<file path="src/rtl/udma_pkg.sv">
package udma_pkg;
    typedef enum logic [2:0] {
        ST_IDLE,
        ST_ARM,
        ST_WR,
        ST_RD,
        ST_STOP,
        ST_CRC
    } burst_state_e;

    localparam logic [15:0] CRC_SEED = 16'h4ABA;
    localparam logic [15:0] CRC_POLY = 16'h1021;
endpackage

</file>
<file path="src/rtl/udma_sync_edge.sv">
module udma_sync_edge #(
    parameter int   STAGES   = 2,
    parameter logic IDLE_LVL = 1'b1
) (
    input  logic clk,
    input  logic rst_n,
    input  logic pin,
    output logic level,
    output logic toggled
);
    localparam int CHAIN_W = STAGES + 1;

    logic [CHAIN_W-1:0] chain_q;

    always_ff @(posedge clk or negedge rst_n) begin
        if (!rst_n) chain_q <= {CHAIN_W{IDLE_LVL}};
        else        chain_q <= {chain_q[CHAIN_W-2:0], pin};
    end

    assign level   = chain_q[STAGES-1];
    assign toggled = chain_q[STAGES-1] ^ chain_q[STAGES];
endmodule

</file>
<file path="src/rtl/udma_crc16.sv">
module udma_crc16 #(
    parameter int          DW   = 16,
    parameter logic [15:0] POLY = 16'h1021
) (
    input  logic [15:0]   crc_in,
    input  logic [DW-1:0] data,
    output logic [15:0]   crc_out
);
    always_comb begin
        logic [15:0] acc;
        logic        fb;
        acc = crc_in;
        for (int i = DW - 1; i >= 0; i--) begin
            fb  = acc[15] ^ data[i];
            acc = {acc[14:0], 1'b0} ^ (fb ? POLY : 16'h0000);
        end
        crc_out = acc;
    end
endmodule

</file>
<file path="src/rtl/udma_burst.sv">
module udma_burst
    import udma_pkg::*;
#(
    parameter int DW    = 16,
    parameter int CNT_W = 16,
    parameter int SYNC  = 2
) (
    input  logic             clk,
    input  logic             rst_n,
    input  logic             start,
    input  logic             dir_write,
    input  logic [CNT_W-1:0] xfer_count,
    input  logic             pio_busy,
    input  logic             dev_dmarq,
    output logic             dmack_n,
    output logic             strobe_pin,
    output logic             stop_pin,
    input  logic             dev_pin,
    output logic [DW-1:0]    dd_out,
    output logic             dd_oe,
    input  logic [DW-1:0]    dd_in,
    input  logic [DW-1:0]    tx_data,
    input  logic             tx_valid,
    output logic             tx_pop,
    output logic [DW-1:0]    rx_data,
    output logic             rx_push,
    input  logic             rx_afull,
    output logic             udma_active,
    output logic             burst_done
);
    localparam logic [CNT_W-1:0] CNT_ONE = {{(CNT_W-1){1'b0}}, 1'b1};

    typedef struct packed {
        burst_state_e     st;
        logic [CNT_W-1:0] cnt;
        logic             phase;
        logic             wr;
        logic             strobe;
        logic             stop;
        logic             ack_n;
        logic             mode;
        logic [DW-1:0]    dout;
        logic             doe;
        logic [15:0]      crc;
        logic             rxv;
        logic [DW-1:0]    rxd;
        logic             done;
    } regs_t;

    regs_t r_q, r_d;
    logic  dev_level, dev_edge, dev_rdy;
    logic  tx_pop_d;
    logic [DW-1:0] crc_data;
    logic [15:0]   crc_next;

    udma_sync_edge #(.STAGES(SYNC), .IDLE_LVL(1'b1)) u_dev_sync (
        .clk     (clk),
        .rst_n   (rst_n),
        .pin     (dev_pin),
        .level   (dev_level),
        .toggled (dev_edge)
    );

    assign dev_rdy  = ~dev_level;
    assign crc_data = r_q.wr ? tx_data : dd_in;

    udma_crc16 #(.DW(DW), .POLY(CRC_POLY)) u_crc (
        .crc_in  (r_q.crc),
        .data    (crc_data),
        .crc_out (crc_next)
    );

    always_comb begin
        r_d       = r_q;
        r_d.rxv   = 1'b0;
        r_d.done  = 1'b0;
        tx_pop_d  = 1'b0;
        case (r_q.st)
            ST_IDLE: begin
                r_d.strobe = 1'b1;
                r_d.stop   = 1'b1;
                r_d.ack_n  = 1'b1;
                r_d.mode   = 1'b0;
                r_d.doe    = 1'b0;
                if (start) begin
                    r_d.wr  = dir_write;
                    r_d.cnt = xfer_count;
                    r_d.crc = CRC_SEED;
                    r_d.st  = ST_ARM;
                end
            end
            ST_ARM: begin
                if (dev_dmarq && !pio_busy) begin
                    r_d.ack_n = 1'b0;
                    r_d.mode  = 1'b1;
                    r_d.stop  = 1'b0;
                    r_d.phase = 1'b0;
                    if (r_q.wr) begin
                        r_d.strobe = 1'b1;
                        r_d.doe    = 1'b1;
                        r_d.st     = ST_WR;
                    end else begin
                        r_d.strobe = rx_afull;
                        r_d.st     = ST_RD;
                    end
                end
            end
            ST_WR: begin
                if (r_q.phase) begin
                    r_d.strobe = ~r_q.strobe;
                    r_d.phase  = 1'b0;
                end else if (r_q.cnt == '0 || !tx_valid) begin
                    r_d.stop = 1'b1;
                    r_d.st   = ST_STOP;
                end else if (dev_rdy) begin
                    tx_pop_d  = 1'b1;
                    r_d.dout  = tx_data;
                    r_d.crc   = crc_next;
                    r_d.cnt   = r_q.cnt - CNT_ONE;
                    r_d.phase = 1'b1;
                end
            end
            ST_RD: begin
                r_d.strobe = rx_afull;
                if (r_q.cnt == '0) begin
                    r_d.stop = 1'b1;
                    r_d.st   = ST_STOP;
                end else if (dev_edge) begin
                    r_d.rxv = 1'b1;
                    r_d.rxd = dd_in;
                    r_d.crc = crc_next;
                    r_d.cnt = r_q.cnt - CNT_ONE;
                end
            end
            ST_STOP: begin
                r_d.ack_n = 1'b1;
                r_d.dout  = r_q.crc;
                r_d.doe   = 1'b1;
                r_d.st    = ST_CRC;
            end
            ST_CRC: begin
                r_d.doe    = 1'b0;
                r_d.mode   = 1'b0;
                r_d.strobe = 1'b1;
                r_d.done   = 1'b1;
                r_d.st     = ST_IDLE;
            end
            default: r_d.st = ST_IDLE;
        endcase
    end

    always_ff @(posedge clk or negedge rst_n) begin
        if (!rst_n) begin
            r_q        <= '0;
            r_q.st     <= ST_IDLE;
            r_q.strobe <= 1'b1;
            r_q.stop   <= 1'b1;
            r_q.ack_n  <= 1'b1;
        end else begin
            r_q <= r_d;
        end
    end

    assign dmack_n     = r_q.ack_n;
    assign strobe_pin  = r_q.strobe;
    assign stop_pin    = r_q.stop;
    assign dd_out      = r_q.dout;
    assign dd_oe       = r_q.doe;
    assign tx_pop      = tx_pop_d;
    assign rx_data     = r_q.rxd;
    assign rx_push     = r_q.rxv;
    assign udma_active = r_q.mode;
    assign burst_done  = r_q.done;

    // acknowledge only with Ultra DMA pin meaning
    a_r2_ack_in_mode: assert property (@(posedge clk) disable iff (!rst_n)
        !dmack_n |-> udma_active);

    // entry only when no PIO cycle runs and the device requests
    a_r2_entry_gate: assert property (@(posedge clk) disable iff (!rst_n)
        $rose(udma_active) |-> $past(!pio_busy && dev_dmarq));

    // a pop only when the source has data
    a_r3_pop_valid: assert property (@(posedge clk) disable iff (!rst_n)
        tx_pop |-> tx_valid);

    // while paused in the load phase, strobe holds
    a_r4_hold_on_pause: assert property (@(posedge clk) disable iff (!rst_n)
        (r_q.st == ST_WR && !r_q.phase && !dev_rdy) |=> $stable(strobe_pin));

    // host ready follows the sink level one cycle later
    a_r6_ready_follows: assert property (@(posedge clk) disable iff (!rst_n)
        (r_q.st == ST_RD) |=> (strobe_pin == $past(rx_afull)));

    // stop is one cycle, acknowledge still asserted
    a_r7_stop_one_cycle: assert property (@(posedge clk) disable iff (!rst_n)
        (udma_active && !dmack_n && $rose(stop_pin)) |=> dmack_n);

    // CRC cycle drives the bus with acknowledge released
    a_r8_crc_drive: assert property (@(posedge clk) disable iff (!rst_n)
        ($fell(r_q.ack_n) == 1'b0 && $rose(dmack_n) && udma_active) |-> dd_oe);
endmodule

</file>
<file path="config.mk">
export PLATFORM = sky130hd
export DESIGN_NAME = udma_burst
export DESIGN_NICKNAME = d
export VERILOG_FILES = /design/src/rtl/udma_pkg.sv /design/src/rtl/udma_sync_edge.sv /design/src/rtl/udma_crc16.sv /design/src/rtl/udma_burst.sv
export SDC_FILE = /design/constraint.sdc
export NUM_CORES = 1
export LEC_CHECK = 0
export ABC_AREA = 0
export CORE_ASPECT_RATIO = 0.5
export CORE_MARGIN = 1
export CORE_UTILIZATION = 30
export DETAILED_ROUTE_END_ITERATION = 16
export SYNTH_ARGS = -nofsm -noshare
export SYNTH_HDL_FRONTEND = slang
export SYNTH_HIERARCHICAL = 1
export SYNTH_SLANG_ARGS = --single-unit
</file>
<file path="constraint.sdc">
create_clock -name clk -period 4.1 [get_ports clk]
set_input_delay 1.23 -clock clk [delete_from_list [all_inputs] [get_ports clk]]
set_output_delay 1.23 -clock clk [all_outputs]
set_load 0.02 [all_outputs]
</file>
==> flow_summary_export.csv <==
group,metric,value,unit
status,outcome,"completed",
sta,tightest_slew,1.05,ns
floorplanning,die_y,91.8,µm
floorplanning,start_util,31.1,%
worst_setup_path,end_kind,"output port",
drt,wire_per_inst,15.5,µm
layout,fillers,1531,
synthesis,synth_flop_cell,"dfrtp_1",
drt,initialDrtViolationCount,129,
layout,final_nets,618,
layout,finalNonFillerCells,767,
sta,maxSlewHeadroom,29.8,%
global_routing,grt_usage,14.8,%
global_routing,grt_antenna_before_repair,0,
layout,area_delta_synth_final,24.1,%
synthesis,ys_async_sr_fraction,100,%
sta,tns,0,ns
worst_setup_path,worst_ep_arrival_time,2.76,ns
drt,postRouteWirelength,11.9,mm
placement,hpwl,8.29,mm
floorplanning,die_w,182,µm
sta,period_needed,3.99,ns
floorplanning,ios,97,
synthesis,synth_top_area_share,37.7,%
cts,hold_buffers,0,
synthesis,synth_edf_count,0,
drt,post-route-drc-count,0,
pwr,p_clk_share,12.8,%
synthesis,synth.area.top_cells,"dfrtp_1 (38%), xnor2_1 (5.8%), mux2_2 (5.6%), buf_4 (5.4%), nand3_1 (5.3%)",
synthesis,synth_warnings,6,
pwr,p_int,3.31,mW
global_routing,overflow,0,
synthesis,yosysSeqAreaShare,41.0,%
pwr,seqPwrFrac,25.5,%
pwr,power_density,953,nW/µm²
sta,whs,0.355,ns
layout,seq_area,1980,µm²
drt,vias_per_cell,4.89,
pwr,power_switching,2.42,mW
placement,gp_congestion,0.797,
pwr,totalPowerFinal,5.73,mW
layout,utilization,38.6,%
synthesis,synth_seq_cells,79,
drt,num_vias,3751,
flow_run,drv_cap,0,
pwr,p_leak,2.51,nW
sta,finalSetupViolCount,0,
global_routing,grt_pass1_wl,19.6,mm
sta,fmax,251,MHz
floorplanning,rows,32,
pwr,ir_worst_vdd,0.363,mV
cts,cts_tree,"done",
synthesis,syn-num-nets,555,
synthesis,syn_area_per_cell,9.76,µm²
worst_hold_path,min_path_type,"flip-flop to flip-flop",
worst_setup_path,worst_setup_path_start_kind,"primary input",
cts,clkSlewWorstSetupHoldPaths,0.06,ns
sta,fin_crit_sh,97.3,%
global_routing,grt_max_degree,80,
floorplanning,coreArea,15600,µm²
placement,placed_cells,752,
worst_setup_path,crit_path_max_fanout,2,
layout,multi_input_area,2430,µm²
drt,first_pass_iters,5,
sta,report.final.hold_viol_count,0,
worst_setup_path,criticalPathCategory,"primary input to output port",
placement,port-buffer-count,96,
worst_setup_path,required,2.87,ns
drt,ant_nets,0,
sta,rsz0062_at_grt,"false",
sta,skew,0.00212,ns
cts,clock-sinks,79,
synthesis,synthCells,496,
pwr,p_sw_share,42.2,%
cts,numCtsBuffers,9,
synthesis,synth_cell_types,64,
sta,finalMaxSlewViolations,0,
pwr,combPwrFrac,61.7,%
synthesis,syn_area,4840,µm²
layout,drive_above_1_share,13.3,%
cts,postCtsSetupBuffers,0,
cts,worstSkewPairLatency,0.33,ns
cts,cts.path.max_buffers,2,
layout,antenna_cells,0,
cts,htreeDepth,3,
floorplanning,die-area,16700,µm²
synthesis,synth_top_cell_by_area,"dfrtp_1",
cts,cts-root-buf,"clkbuf_16",
global_routing,grt_pass1_vias,3826,
## power groups by stage
stage	Clock (mW)	Combinational, mW	Sequential [mW]
floorplan	0	2.95	1.39
global placement	0	3.53	1.45
detailed placement	0	3.56	1.47
CTS	0.754	3.58	1.46
global route	0.781	3.87	1.52
finish	0.730	3.54	1.46
## stage by stage
| step | instance area (µm²) | setup slack [ns] |
|---|---|---|
| 2_1_floorplan | 4840 | 0.763 |
| 3_3_place_gp | 5750 | -0.171 |
| 3_5_place_dp | 5750 | -0.176 |
| 4_1_cts | 6010 | 0.0940 |
| 5_1_grt | 6010 | 0.00887 |
| 6_report | 6010 | 0.110 |
## layer usage
metal,share of wire [%],global-route usage [%]
met4,1.1,4.59
met2,46,23.8
met3,3.5,3.57
met1,49,19.8
met5,0,0
## worst max-delay path, stage by stage
cell             delay (ns)
clkdlybuf4s50_1        0.48
nand2b_1               0.08
or3_1                  0.33
nor2_1                 0.12
nand2_2                0.10
inv_2                  0.08
dlygate4sd2_1          0.33
## final timing paths
check                                      start                     to  slack [ns]  cells after the start
min in group asynchronous                  rst_n            udma_active        1.09                      1
min                        u_dev_sync/chain_q[0]  u_dev_sync/chain_q[1]        0.36                      0
max reg2reg                              r_q[55]                r_q[26]        1.03                      7
max in group asynchronous                  rst_n              dd_out[7]        2.34                      1
max                                     tx_valid                 tx_pop        0.11                      7
min reg2reg                u_dev_sync/chain_q[0]  u_dev_sync/chain_q[1]        0.36                      0
## repair_timing
action | CTS | global route
setup endpoints to repair | 1 | 0
hold endpoints to repair | 0 | 0
resized for setup | 1 | 0
## sequential cells by signal, indices dropped and copies added, names as in the netlist
signal,cells
rx_data,16
strobe_pin,1
dd_oe,1
burst_done,1
stop_pin,1
r_q,37
dd_out,16
dmack_n,1
rx_push,1
u_dev_sync/chain_q,3
udma_active,1
## layout by cell type, fill, tap and decap left out, types with 3 or more instances in the layout
master	netlist	final
clkdlybuf4s50_1	0	94
dfrtp_1	73	73
nand2_1	67	67
nand3_1	51	51
o21ai_0	32	32
xnor2_1	32	32
mux2_2	24	24
nor2_1	17	17
a21oi_1	13	13
buf_4	35	12
inv_1	10	10
xor2_1	10	10
nor3_1	9	9
mux2_1	9	9
clkbuf_16	0	9
a22o_1	7	7
nand2b_1	6	6
a31oi_1	6	6
dfstp_2	6	6
and2_1	5	5
or3_1	4	4
a221o_1	4	4
o31ai_1	4	4
clkbuf_1	11	4
a21o_1	3	3
## layout make-up
class / instances / share of cell area [%]
flip-flops and latches: 79 / 33.0
multi-input cells: 351 / 40.5
repair buffers: 107 / 17.3
inverters: 11 / 0.687
clock buffers: 14 / 4.22
well taps: 204 / 4.25
clock inverters: 1 / 0.0832
## synth_stat cells (2+ instances only)
cell type / count
a22o_1: 7
or2_2: 2
xnor3_1: 2
clkbuf_1: 11
or3_1: 4
o41ai_1: 2
a31oi_1: 6
xnor2_1: 32
a221o_1: 4
inv_1: 10
nor3_1: 9
a31o_2: 2
buf_6: 6
mux2_2: 24
nand2b_1: 6
dfrtp_1: 73
nor4_1: 2
a21o_1: 3
o22ai_1: 2
o31ai_1: 4
buf_4: 35
dfstp_2: 6
o211ai_1: 2
a21oi_1: 13
and2_1: 5
buf_2: 2
nand3_1: 51
o21ai_0: 32
nor2_1: 17
nand2_2: 2
xor2_2: 2
ha_1: 2
nand2_1: 67
a2bb2oi_1: 2
xor2_1: 10
mux2_1: 9
## kinds of logic after synthesis
kind of cell / count (synthesis) / synth area share [%]
adders and majority gates: 2 / 0.517
and+or+nand+nor: 175 / 17.7
buffers and inverters: 66 / 8.81
muxes: 33 / 7.67
AOI/OAI and AO/OA: 90 / 12.7
DFF: 79 / 41.0
xor gates and xnor gates: 51 / 11.6
No activity file was read; power rests on OpenSTA's default activity.
